### src/rtl/usb_hcb_pkg.sv
// Package: shared widths, register selects, channel states and the
// characteristics layout used by every module of the host channel bank.
// Assumes a 32-bit register word.
package usb_hcb_pkg;

    localparam int REG_W   = 32;
    localparam int MPS_W   = 11;
    localparam int BYTES_W = 19;
    localparam int PKT_W   = 10;
    localparam int PID_W   = 2;
    localparam int STAT_W  = 2;

    // bit positions inside register words
    localparam int EN_BIT   = 31;
    localparam int DIS_BIT  = 30;
    localparam int ST_XFRC  = 0;
    localparam int ST_HALT  = 1;

    typedef enum logic [1:0] {
        SEL_CHAR = 2'd0,
        SEL_XFER = 2'd1,
        SEL_STAT = 2'd2,
        SEL_MASK = 2'd3
    } reg_sel_e;

    typedef enum logic [1:0] {
        CH_IDLE   = 2'd0,
        CH_ACTIVE = 2'd1,
        CH_STOP   = 2'd2
    } ch_state_e;

    // 27 bits, first field is the most significant
    typedef struct packed {
        logic       odd_frame;
        logic [6:0] dev_addr;
        logic       low_speed;
        logic [1:0] xfer_type;
        logic       dir_in;
        logic [3:0] ep_num;
        logic [MPS_W-1:0] mps;
    } chan_char_t;

    localparam int CHAR_W = $bits(chan_char_t);

endpackage

### src/rtl/usb_hcb_chan.sv
// Module: one host channel. Holds characteristics, transfer counters,
// status and mask, and runs the idle/active/stopping sequence.
// Assumes wr_en is already decoded for this channel and that the engine
// raises pkt_done for one cycle per finished packet.
module usb_hcb_chan
    import usb_hcb_pkg::*;
(
    input  logic              clk,
    input  logic              rst_n,
    input  logic              wr_en,
    input  logic [1:0]        wr_sel,
    input  logic [REG_W-1:0]  wr_data,
    input  logic              pkt_busy,
    input  logic              pkt_done,
    input  logic [MPS_W-1:0]  pkt_bytes,
    output logic [REG_W-1:0]  char_word,
    output logic [REG_W-1:0]  xfer_word,
    output logic [STAT_W-1:0] stat,
    output logic [STAT_W-1:0] mask,
    output logic              active,
    output logic              free
);

    ch_state_e              state_q;
    chan_char_t             char_q;
    logic [PKT_W-1:0]       pkt_q;
    logic [BYTES_W-1:0]     bytes_q;
    logic [PID_W-1:0]       pid_q;
    logic [STAT_W-1:0]      stat_q;
    logic [STAT_W-1:0]      mask_q;

    logic wr_char, wr_xfer, wr_stat, wr_mask;
    logic en_req, dis_req, counting, last_pkt, zero_start;
    logic set_xfrc, set_halt;
    logic [STAT_W-1:0]  set_vec, clr_vec;
    logic [BYTES_W-1:0] pkt_bytes_ext;
    logic unused_wr_bits;

    // decode which word of this channel is written
    always_comb begin
        wr_char = wr_en && (wr_sel == SEL_CHAR);
        wr_xfer = wr_en && (wr_sel == SEL_XFER);
        wr_stat = wr_en && (wr_sel == SEL_STAT);
        wr_mask = wr_en && (wr_sel == SEL_MASK);
    end

    assign unused_wr_bits = ^wr_data[29:27];

    // derive the events that move the channel
    always_comb begin
        en_req        = wr_char && wr_data[EN_BIT];
        dis_req       = wr_char && wr_data[DIS_BIT];
        counting      = pkt_done && (state_q != CH_IDLE);
        last_pkt      = counting && (pkt_q == PKT_W'(1));
        zero_start    = (state_q == CH_IDLE) && en_req && (pkt_q == '0);
        set_xfrc      = last_pkt || zero_start;
        set_halt      = (state_q == CH_STOP) && !pkt_busy;
        pkt_bytes_ext = BYTES_W'(pkt_bytes);
    end

    // channel sequence: idle -> active -> stopping -> idle
    always_ff @(posedge clk) begin
        if (!rst_n) begin
            state_q <= CH_IDLE;
        end else begin
            case (state_q)
                CH_IDLE: begin
                    if (en_req) begin
                        state_q <= (pkt_q == '0) ? CH_STOP : CH_ACTIVE;
                    end
                end
                CH_ACTIVE: begin
                    if (last_pkt || dis_req) begin
                        state_q <= CH_STOP;
                    end
                end
                CH_STOP: begin
                    if (!pkt_busy) begin
                        state_q <= CH_IDLE;
                    end
                end
                default: state_q <= CH_IDLE;
            endcase
        end
    end

    // characteristics are taken only while the channel is free
    always_ff @(posedge clk) begin
        if (!rst_n) begin
            char_q <= '0;
        end else if (wr_char && (state_q == CH_IDLE)) begin
            char_q <= chan_char_t'(wr_data[CHAR_W-1:0]);
        end
    end

    // transfer counters: loaded while free, counted down while busy
    always_ff @(posedge clk) begin
        if (!rst_n) begin
            pkt_q   <= '0;
            bytes_q <= '0;
            pid_q   <= '0;
        end else if (wr_xfer && (state_q == CH_IDLE)) begin
            bytes_q <= wr_data[BYTES_W-1:0];
            pkt_q   <= wr_data[BYTES_W +: PKT_W];
            pid_q   <= wr_data[BYTES_W+PKT_W +: PID_W];
        end else if (counting) begin
            pkt_q   <= (pkt_q == '0) ? '0 : pkt_q - PKT_W'(1);
            bytes_q <= (bytes_q > pkt_bytes_ext) ? bytes_q - pkt_bytes_ext : '0;
        end
    end

    // status: write-1-to-clear, a same-cycle event wins
    always_comb begin
        set_vec          = '0;
        set_vec[ST_XFRC] = set_xfrc;
        set_vec[ST_HALT] = set_halt;
        clr_vec          = wr_stat ? wr_data[STAT_W-1:0] : '0;
    end

    // status and mask registers
    always_ff @(posedge clk) begin
        if (!rst_n) begin
            stat_q <= '0;
            mask_q <= '0;
        end else begin
            stat_q <= (stat_q & ~clr_vec) | set_vec;
            if (wr_mask) begin
                mask_q <= wr_data[STAT_W-1:0];
            end
        end
    end

    // pack the visible words
    always_comb begin
        char_word                   = '0;
        char_word[CHAR_W-1:0]       = char_q;
        char_word[EN_BIT]           = (state_q == CH_ACTIVE);
        char_word[DIS_BIT]          = (state_q == CH_STOP) && !stat_q[ST_XFRC];
        xfer_word                   = '0;
        xfer_word[BYTES_W-1:0]      = bytes_q;
        xfer_word[BYTES_W +: PKT_W] = pkt_q;
        xfer_word[BYTES_W+PKT_W +: PID_W] = pid_q;
        stat   = stat_q;
        mask   = mask_q;
        active = (state_q == CH_ACTIVE);
        free   = (state_q == CH_IDLE);
    end

    AST_XFER_LOCKED: assert property (@(posedge clk) disable iff (!rst_n)
        (state_q != CH_IDLE && wr_xfer && !pkt_done) |=> $stable(pkt_q))
        else $error("transfer write changed a busy channel");

    AST_PKT_STEP: assert property (@(posedge clk) disable iff (!rst_n)
        (state_q == CH_ACTIVE && pkt_done) |=> (pkt_q == $past(pkt_q) - PKT_W'(1)))
        else $error("packet count did not step by one");

    AST_ACTIVE_NONZERO: assert property (@(posedge clk) disable iff (!rst_n)
        (state_q == CH_ACTIVE) |-> (pkt_q != '0))
        else $error("active channel with no packets left");

    AST_FREE_AFTER_HALT: assert property (@(posedge clk) disable iff (!rst_n)
        $rose(state_q == CH_IDLE) |-> stat_q[ST_HALT])
        else $error("channel freed without halted status");

    AST_STOP_HALTS: assert property (@(posedge clk) disable iff (!rst_n)
        (state_q == CH_STOP && !pkt_busy) |=> (state_q == CH_IDLE && stat_q[ST_HALT]))
        else $error("stopping channel did not halt");

endmodule

### src/rtl/usb_hcb_irq.sv
// Module: interrupt combiner. ORs every status bit whose mask bit is set
// across all channels into one line. Purely combinational.
module usb_hcb_irq
    import usb_hcb_pkg::*;
#(
    parameter int NUM_CH = 8
)(
    input  logic [NUM_CH-1:0][STAT_W-1:0] stat,
    input  logic [NUM_CH-1:0][STAT_W-1:0] mask,
    output logic                          irq
);

    logic [NUM_CH-1:0] ch_hit;

    for (genvar g = 0; g < NUM_CH; g++) begin : g_hit
        // per-channel unmasked event
        assign ch_hit[g] = |(stat[g] & mask[g]);
    end

    // gather the channel hits
    assign irq = |ch_hit;

endmodule

### src/rtl/usb_hcb_rdmux.sv
// Module: register read multiplexer. Selects one word of one channel.
// Assumes an out-of-range channel number reads as zero.
module usb_hcb_rdmux
    import usb_hcb_pkg::*;
#(
    parameter int NUM_CH = 8,
    parameter int CH_W   = $clog2(NUM_CH)
)(
    input  logic [NUM_CH-1:0][REG_W-1:0]  char_w,
    input  logic [NUM_CH-1:0][REG_W-1:0]  xfer_w,
    input  logic [NUM_CH-1:0][STAT_W-1:0] stat_w,
    input  logic [NUM_CH-1:0][STAT_W-1:0] mask_w,
    input  logic [CH_W-1:0]               rd_ch,
    input  logic [1:0]                    rd_sel,
    output logic [REG_W-1:0]              rd_data
);

    // choose the addressed word
    always_comb begin
        rd_data = '0;
        if (32'(rd_ch) < NUM_CH) begin
            case (rd_sel)
                SEL_CHAR: rd_data = char_w[rd_ch];
                SEL_XFER: rd_data = xfer_w[rd_ch];
                SEL_STAT: rd_data = REG_W'(stat_w[rd_ch]);
                default:  rd_data = REG_W'(mask_w[rd_ch]);
            endcase
        end
    end

endmodule

### src/rtl/usb_hcb_top.sv
// Module: bank of host channels. Decodes register writes per channel,
// routes engine events, flattens channel state for the scheduler and
// combines interrupts. Assumes one register write per cycle.
module usb_hcb_top
    import usb_hcb_pkg::*;
#(
    parameter int NUM_CH = 8,
    parameter int CH_W   = $clog2(NUM_CH)
)(
    input  logic                      clk,
    input  logic                      rst_n,
    input  logic                      reg_wr,
    input  logic [CH_W-1:0]           reg_wr_ch,
    input  logic [1:0]                reg_wr_sel,
    input  logic [REG_W-1:0]          reg_wr_data,
    input  logic [CH_W-1:0]           reg_rd_ch,
    input  logic [1:0]                reg_rd_sel,
    output logic [REG_W-1:0]          reg_rd_data,
    input  logic [NUM_CH-1:0]         eng_pkt_busy,
    input  logic [NUM_CH-1:0]         eng_pkt_done,
    input  logic [NUM_CH*MPS_W-1:0]   eng_pkt_bytes,
    output logic [NUM_CH-1:0]         ch_active,
    output logic [NUM_CH-1:0]         ch_free,
    output logic [NUM_CH*STAT_W-1:0]  ch_int_stat,
    output logic                      irq,
    output logic [NUM_CH*REG_W-1:0]   sched_char,
    output logic [NUM_CH*REG_W-1:0]   sched_xfer
);

    logic [NUM_CH-1:0][REG_W-1:0]  char_w;
    logic [NUM_CH-1:0][REG_W-1:0]  xfer_w;
    logic [NUM_CH-1:0][STAT_W-1:0] stat_w;
    logic [NUM_CH-1:0][STAT_W-1:0] mask_w;

    for (genvar g = 0; g < NUM_CH; g++) begin : g_ch
        logic wr_hit;

        // per-channel write strobe
        assign wr_hit = reg_wr && (32'(reg_wr_ch) == g);

        usb_hcb_chan u_chan (
            .clk       (clk),
            .rst_n     (rst_n),
            .wr_en     (wr_hit),
            .wr_sel    (reg_wr_sel),
            .wr_data   (reg_wr_data),
            .pkt_busy  (eng_pkt_busy[g]),
            .pkt_done  (eng_pkt_done[g]),
            .pkt_bytes (eng_pkt_bytes[g*MPS_W +: MPS_W]),
            .char_word (char_w[g]),
            .xfer_word (xfer_w[g]),
            .stat      (stat_w[g]),
            .mask      (mask_w[g]),
            .active    (ch_active[g]),
            .free      (ch_free[g])
        );
    end

    // flatten channel state for the scheduler and status outputs
    assign sched_char  = char_w;
    assign sched_xfer  = xfer_w;
    assign ch_int_stat = stat_w;

    usb_hcb_irq #(.NUM_CH(NUM_CH)) u_irq (
        .stat (stat_w),
        .mask (mask_w),
        .irq  (irq)
    );

    usb_hcb_rdmux #(.NUM_CH(NUM_CH), .CH_W(CH_W)) u_rdmux (
        .char_w  (char_w),
        .xfer_w  (xfer_w),
        .stat_w  (stat_w),
        .mask_w  (mask_w),
        .rd_ch   (reg_rd_ch),
        .rd_sel  (reg_rd_sel),
        .rd_data (reg_rd_data)
    );

    AST_ONE_STATE: assert property (@(posedge clk) disable iff (!rst_n)
        (ch_active & ch_free) == '0)
        else $error("channel both active and free");

endmodule

### config.mk
export PLATFORM = sky130hd
export DESIGN_NAME = usb_hcb_top
export DESIGN_NICKNAME = d
export VERILOG_FILES = /design/src/rtl/usb_hcb_pkg.sv /design/src/rtl/usb_hcb_chan.sv /design/src/rtl/usb_hcb_irq.sv /design/src/rtl/usb_hcb_rdmux.sv /design/src/rtl/usb_hcb_top.sv
export SDC_FILE = /design/constraint.sdc
export NUM_CORES = 2
export LEC_CHECK = 0
export CAP_MARGIN = 20
export CORE_MARGIN = 4
export CORE_UTILIZATION = 30
export CTS_BUF_LIST = sky130_fd_sc_hd__clkbuf_8
export CTS_CLUSTER_DIAMETER = 150
export DETAILED_ROUTE_END_ITERATION = 10
export GPL_ROUTABILITY_DRIVEN = 0
export SKIP_CTS_REPAIR_TIMING = 1
export SLEW_MARGIN = 20
export SYNTH_ARGS = -nofsm -noshare
export SYNTH_HDL_FRONTEND = slang
export SYNTH_SLANG_ARGS = --single-unit
### constraint.sdc
create_clock -name clk -period 11.5 [get_ports clk]
set_input_delay 2.875 -clock clk [delete_from_list [all_inputs] [get_ports clk]]
set_output_delay 2.875 -clock clk [all_outputs]
set_load 0.01 [all_outputs]
; ---- Word-level counts from Yosys, hierarchy flattened
; Cells that the tools add are included.
[classes]
n_mux = 105
bitwise_logic = 32
order_cmp = 9
n_eq_ne = 60
add_sub_neg = 16
reduce_logical = 196
[op_table]
columns = operator, count
row1 = two-way mux 19 bit, 24
row2 = two-way mux 10 bit, 24
row3 = binary-select mux 32 bit (select 3 bit), 2
row4 = greater-than comparator 19 x 11 -> 1 bit, 8
row5 = subtractor 19 x 11 -> 19 bit, 8
row6 = logical AND 1 bit, 120
row7 = one-hot mux 32 bit (3 select lines), 1
row8 = two-way mux 2 bit, 42
row9 = "equality test 10 x 1 -> 1 bit, second input constant", 8
row10 = logical NOT 10 bit, 8
row11 = "subtractor 10 x 1 -> 10 bit, second input constant", 8
row12 = two-way mux 32 bit, 2
row13 = "!= test 2 bit, second input constant", 24
row14 = one-hot mux 2 bit (3 select lines), 8
row15 = bitwise AND 2 bit, 16
row16 = nonzero test 2 bit, 16
row17 = AND reduction 3 bit, 8
row18 = "equality test 2 bit, second input constant", 11
row19 = "equality test 2 x 1 -> 1 bit, second input constant", 10
row20 = logical NOT 2 bit, 10
row21 = logical NOT 1 bit, 16
row22 = logical OR 1 bit, 16
row23 = inverter 2 bit, 8
row24 = OR 2 bit, 8
row25 = other kinds (7), 12
[word_totals]
word_cells = 522
out_inout_bits = 577
reg_bits = 512
inputBits = 149

; ---- Logic depth before layout (Yosys ltp)
[depth]
depth_word = 8
depth_mapped = 13
mapped_depth_nobuf = 11

; ---- Modules after synthesis
; Synthesis repeated with hierarchy kept, for this count alone.
[hier_totals]
hier_cells = 4115
area_unflattened_um2 = 33463.3
[modules_own_cells]
columns = mod, seq_area_each_um2, cells_per_inst, area_per_inst_um2, instances
row1 = usb_hcb_chan at g_ch[0].u_chan ..., 1281.2, 482, 3616.0, 4
row2 = usb_hcb_chan at g_ch[4].u_chan ..., 1281.2, 475, 3608.5, 4
row3 = usb_hcb_rdmux, 0.0, 270, 4367.9, 1
row4 = usb_hcb_irq, 0.0, 9, 101.3, 1
row5 = usb_hcb_top, 0.0, 8, 96.3, 1

; ---- Worst setup path before layout
; OpenSTA, ideal clock, no wires.
[synth_path]
path_kind = input to output
startpoint = input reg_rd_ch[1]
endpoint = output reg_rd_data[0]
n_path_buf = 3
path_slack_ps = 3756
required_ps = 8625
cell_stages = 6
t_arrival_ps = 4869
path_cell_list = buf_2 -> buf_2 -> clkbuf_1 -> mux4_2 -> mux4_2 -> mux2_2
[synth_via]
elab_chain_cells = 3
word_cells_on_any_way = 9
cone_classes = mux: 9
[synth_lines]
columns = item, line
row1 = start: declaration, usb_hcb_top.sv:16  ; input logic [CH_W-1:0] reg_rd_ch,
row2 = "binary-select mux 2 bit (select 3 bit), or another cell as far along", usb_hcb_rdmux.sv:26  ; default: rd_data = REG_W'(mask_w[rd_ch]);
row3 = "two-way mux 2 bit (implied by the code), or another cell as far along", usb_hcb_rdmux.sv:26
row4 = one-hot mux 32 bit (3 select lines) *, usb_hcb_rdmux.sv:22  ; case (rd_sel)
row5 = end: declaration, usb_hcb_top.sv:18  ; output logic [REG_W-1:0] reg_rd_data,
; Mark *: on every way between the ends. The rest lies on a longest branch, timed or not. The select of a mux whose other input is x is not followed.

; ---- Final worst setup path
[layout_path]
startpoint = input reg_rd_ch[1]
endpoint = output reg_rd_data[1]
; Same word-level chain as after synthesis.

==> results.rst <==
.. list-table::
   :header-rows: 1

   * - Metric
     - Value
   * - First-pass GRT wire length
     - about 270 mm
   * - # placed instances
     - 5796
   * - Cell variety after synth
     - 87
   * - Maximum capacitance violations
     - 0
   * - Cell leakage power
     - 0.01470 µW
   * - Area grow syn2layout
     - 31.25%
   * - Filler Cell Count
     - 10.59k
   * - Setup TNS
     - 0 ns
   * - Area fraction in compound gates after synthesis
     - 17.06%
   * - Total count of hold-check failures in the final report
     - 0
   * - Mux share of post-synthesis cell area
     - about an eighth
   * - Max Clk Rate
     - about 110 MHz
   * - Reg clk slew, reported paths
     - roughly 0.060 ns
   * - Share of synthesized cell area in and, or, nand and nor gates
     - between 20% and 30%
   * - Die Span Y
     - approximately 330 µm
   * - Synthesized area per cell
     - ~8 µm²
   * - Launching point of the worst reg2reg path
     - g_ch[2].u_chan.bytes_q[2]
   * - Initial cell density of the core
     - approximately 30%
   * - Fraction of the cycle the final worst path needs
     - 76.97%
   * - Worst-Skew Late Latency
     - between 0.7 and 0.8 ns
   * - Worst setup startpoint
     - reg_rd_ch[1]
   * - Number of nets with antenna violations after routing
     - 0
   * - Endpoint required time on the critical path
     - 8.63 ns
   * - Number of enable-type register cells in the synthesized netlist
     - 0
   * - Launch point of the worst hold path
     - g_ch[3].u_chan.char_word[26]
   * - Core Footprint
     - ~100000 µm²
   * - Power density over cell area
     - around 100 nW/µm²
   * - Clock Path Buffers
     - 3
   * - Fraction of the yosys area taken by sequential cells
     - roughly a third
   * - Status
     - completed
   * - Total CTS buffers
     - 94
   * - Actual slew at the worst max-slew pin
     - about 1.1 ns
   * - Final-report setup violation count
     - 0
   * - Post-route DRC
     - 0
   * - Wirelength per Cell
     - between 30 and 40 µm
   * - Antenna violations before repair
     - 43
   * - Final HPWL DP
     - about 150 mm
   * - Max IR drop VDD
     - 0.00007536 V
   * - Multi-input gate area in the final layout
     - ~20000 µm²
   * - Post-synthesis cell count
     - between 3k and 4k
   * - Crit path max fanout
     - between 70 and 80
   * - Die area
     - between 100000 and 150000 µm²
   * - Register Area
     - 10250 µm²
   * - I/O pin cnt
     - about 730
   * - Clock skew
     - between 0.03 and 0.04 ns
   * - CP Launch Type
     - input pin
   * - Total Routed Length
     - about 200 mm
   * - Synthesized cell area
     - 31570 µm²
   * - Dominant combinational cell family by area after synthesis
     - simple AND/OR/NAND/NOR gates
   * - Vias in the first global route
     - approximately 33k
   * - Root buffer cell
     - sky130_fd_sc_hd__clkbuf_8
   * - Data arrival time of the critical path
     - between 5 and 6 ns
   * - Path category of the worst min-delay check
     - register to register
   * - Max-slew violation count
     - 0
   * - Slew margin rel.
     - about 26%
   * - Number of non-filler instances in the completed layout
     - 5992
   * - GRT Overall Usage
     - between 30% and 40%
   * - # port buffers
     - around 690
   * - Kind of critical path
     - input pin to output pin
   * - XOR/XNOR share of the synthesized area
     - under 10%
   * - H-tree levels
     - 3
   * - Total global routing overflow
     - 0
   * - Clock sink count
     - approximately 500
   * - Per-cell via count in the routed design
     - 5.976
   * - Pin count of the biggest net entering global routing
     - roughly 190
   * - #FFs+latches synth
     - 512
   * - Unrepaired setup endpoints after global routing
     - false
   * - DRT iter0 DRCs
     - roughly 5.6k
   * - Number of iterations in the first detailed-routing pass
     - 8
   * - Post-route minimum period
     - around 8.9 ns
   * - Fin nets
     - 4774
   * - Final Hold Slack
     - approximately 0.47 ns
   * - Final core utilization
     - between 30% and 40%
   * - Commonest register cell after synthesis
     - sky130_fd_sc_hd__dfxtp_1
   * - Share of synthesized registers carrying an async set or reset
     - 0%
   * - Number of vias in the routed layout
     - about 36k
   * - Critical Path End Type
     - output pin
   * - CTS tree
     - yes
   * - Area share of fa/ha/maj cells after synthesis
     - ~4.7%
   * - Synth warnings
     - 0
   * - Fraction of final layout cells sized beyond drive strength 1
     - under 10%
   * - Site Rows
     - 118
   * - Chip Width
     - 332.4 µm
-- metrics by stage --
step | total power (µW) | worst slack, ns | area (µm²)
final | 4158 | 2.648 | 41430
after global routing | 4247 | 2.586 | 41360
after CTS | 4138 | 2.663 | 41360
after detailed placement | 2334 | 2.650 | 39450
after global placement | 2330 | 2.737 | 39440
after floorplan | 2118 | 3.756 | 31690
-- path summary, 6_finish.rpt --
path	slack [ns]	end	cells past startpoint
hold reg to reg	0.47	g_ch[3].u_chan.char_word[26]	2
hold / removal	0.47	g_ch[3].u_chan.char_word[26]	2
setup reg to reg	7.90	g_ch[2].u_chan.bytes_q[18]	9
setup / recovery	2.65	reg_rd_data[1]	6
-- final cells by class --
type | instances | area share, %
Multi-Input combinational cell | 3002 | 46.94
Sequential cell | 512 | 24.74
Timing Repair Buffer | 767 | 18.12
Tap cell | 1380 | 4.167
Clock buffer | 117 | 3.886
Inverter | 135 | 1.241
Clock inverter | 49 | 0.7277
Antenna cell | 30 | 0.1812
-- critical path, stage by stage --
cell                              delay, ns
sky130_fd_sc_hd__buf_6                 0.66
sky130_fd_sc_hd__buf_4                 0.48
sky130_fd_sc_hd__mux4_2                0.55
sky130_fd_sc_hd__mux4_2                0.49
sky130_fd_sc_hd__mux2_2                0.33
sky130_fd_sc_hd__clkdlybuf4s50_1       0.49
-- placed cells by master, fill, tap and decap left out, types with 9 or more instances in the layout --
cell type                           n
sky130_fd_sc_hd__or4_1             15
sky130_fd_sc_hd__a221oi_1          31
sky130_fd_sc_hd__a21o_1            23
sky130_fd_sc_hd__o22a_1            13
sky130_fd_sc_hd__inv_1            168
sky130_fd_sc_hd__mux4_2           158
sky130_fd_sc_hd__nor4_1            34
sky130_fd_sc_hd__nand3_1          198
sky130_fd_sc_hd__ha_1             105
sky130_fd_sc_hd__nor2_1           260
sky130_fd_sc_hd__diode_2           30
sky130_fd_sc_hd__clkbuf_8         118
sky130_fd_sc_hd__a21boi_0           9
sky130_fd_sc_hd__nand4_1           23
sky130_fd_sc_hd__and3_1            34
sky130_fd_sc_hd__o31ai_1           11
sky130_fd_sc_hd__mux2i_1           15
sky130_fd_sc_hd__nor3_1            92
sky130_fd_sc_hd__nand2_1          807
sky130_fd_sc_hd__buf_4             71
sky130_fd_sc_hd__nor3b_1           13
sky130_fd_sc_hd__a211oi_1          13
sky130_fd_sc_hd__o22ai_1           16
sky130_fd_sc_hd__or3_1             34
sky130_fd_sc_hd__dfxtp_1          512
sky130_fd_sc_hd__clkdlybuf4s50_1  687
sky130_fd_sc_hd__and2_1            15
sky130_fd_sc_hd__xor2_1            38
sky130_fd_sc_hd__conb_1            32
sky130_fd_sc_hd__a21oi_1          390
sky130_fd_sc_hd__o21ai_2            9
sky130_fd_sc_hd__xnor2_1           70
sky130_fd_sc_hd__o21a_1            28
sky130_fd_sc_hd__o31a_1            16
sky130_fd_sc_hd__a31oi_1          141
sky130_fd_sc_hd__nand2b_1          43
sky130_fd_sc_hd__o21ai_0          101
sky130_fd_sc_hd__nor2b_1           69
-- Yosys cell counts, drive strengths merged (31+ instances only) --
library cell    n  area, µm²
nand2         813       3054
dfxtp         512      10250
a21oi         392       1969
nor2          260      975.9
clkbuf        228      858.3
nand3         198      991.0
mux4          158       3558
a31oi         142      888.4
inv           135      506.7
buf           117      706.9
o21ai         112      568.1
ha            105       1314
nor3           94      480.5
xnor2          70      613.1
nor2b          69      431.7
nand2b         43      269.0
nor4           43      311.5
xor2           38      332.8
and3           34      212.7
or3            34      212.7
a221oi         31      271.5
-- logic make-up after synthesis --
group / count (synthesis)
and+or+nand+nor: 1687
AOI/OAI and AO/OA: 883
DFF: 512
buffers and inverters: 481
muxes: 179
adders and majority gates: 113
xor gates and xnor gates: 108
other: 1
-- sequential cells by signal (all words and copies together) (netlist names) --
signal                 flops
g_ch.u_chan.pid_q         16
g_ch.u_chan.pkt_q         80
g_ch.u_chan.state_q       16
g_ch.u_chan.stat          16
g_ch.u_chan.mask          16
g_ch.u_chan.bytes_q      152
g_ch.u_chan.char_word    216
-- routing by layer --
metal  part of all wire [%]  routed length, µm  track usage (%)  vias up
met5                  0.095                188                0        -
li1                       -                  -                -    15200
met2                     42              83310            50.94     2830
met3                     16              32100            17.47      611
met1                     35              69040            39.58    17150
met4                    7.0              13890            18.95       26
-- power breakdown --
group	switching (µW)	total, µW	internal (µW)
Combinational	294	480	186
Clock	866	1850	982
Sequential	40.6	1830	1790
Total	1200	4160	2960
(Power assumes the default switching activity.)
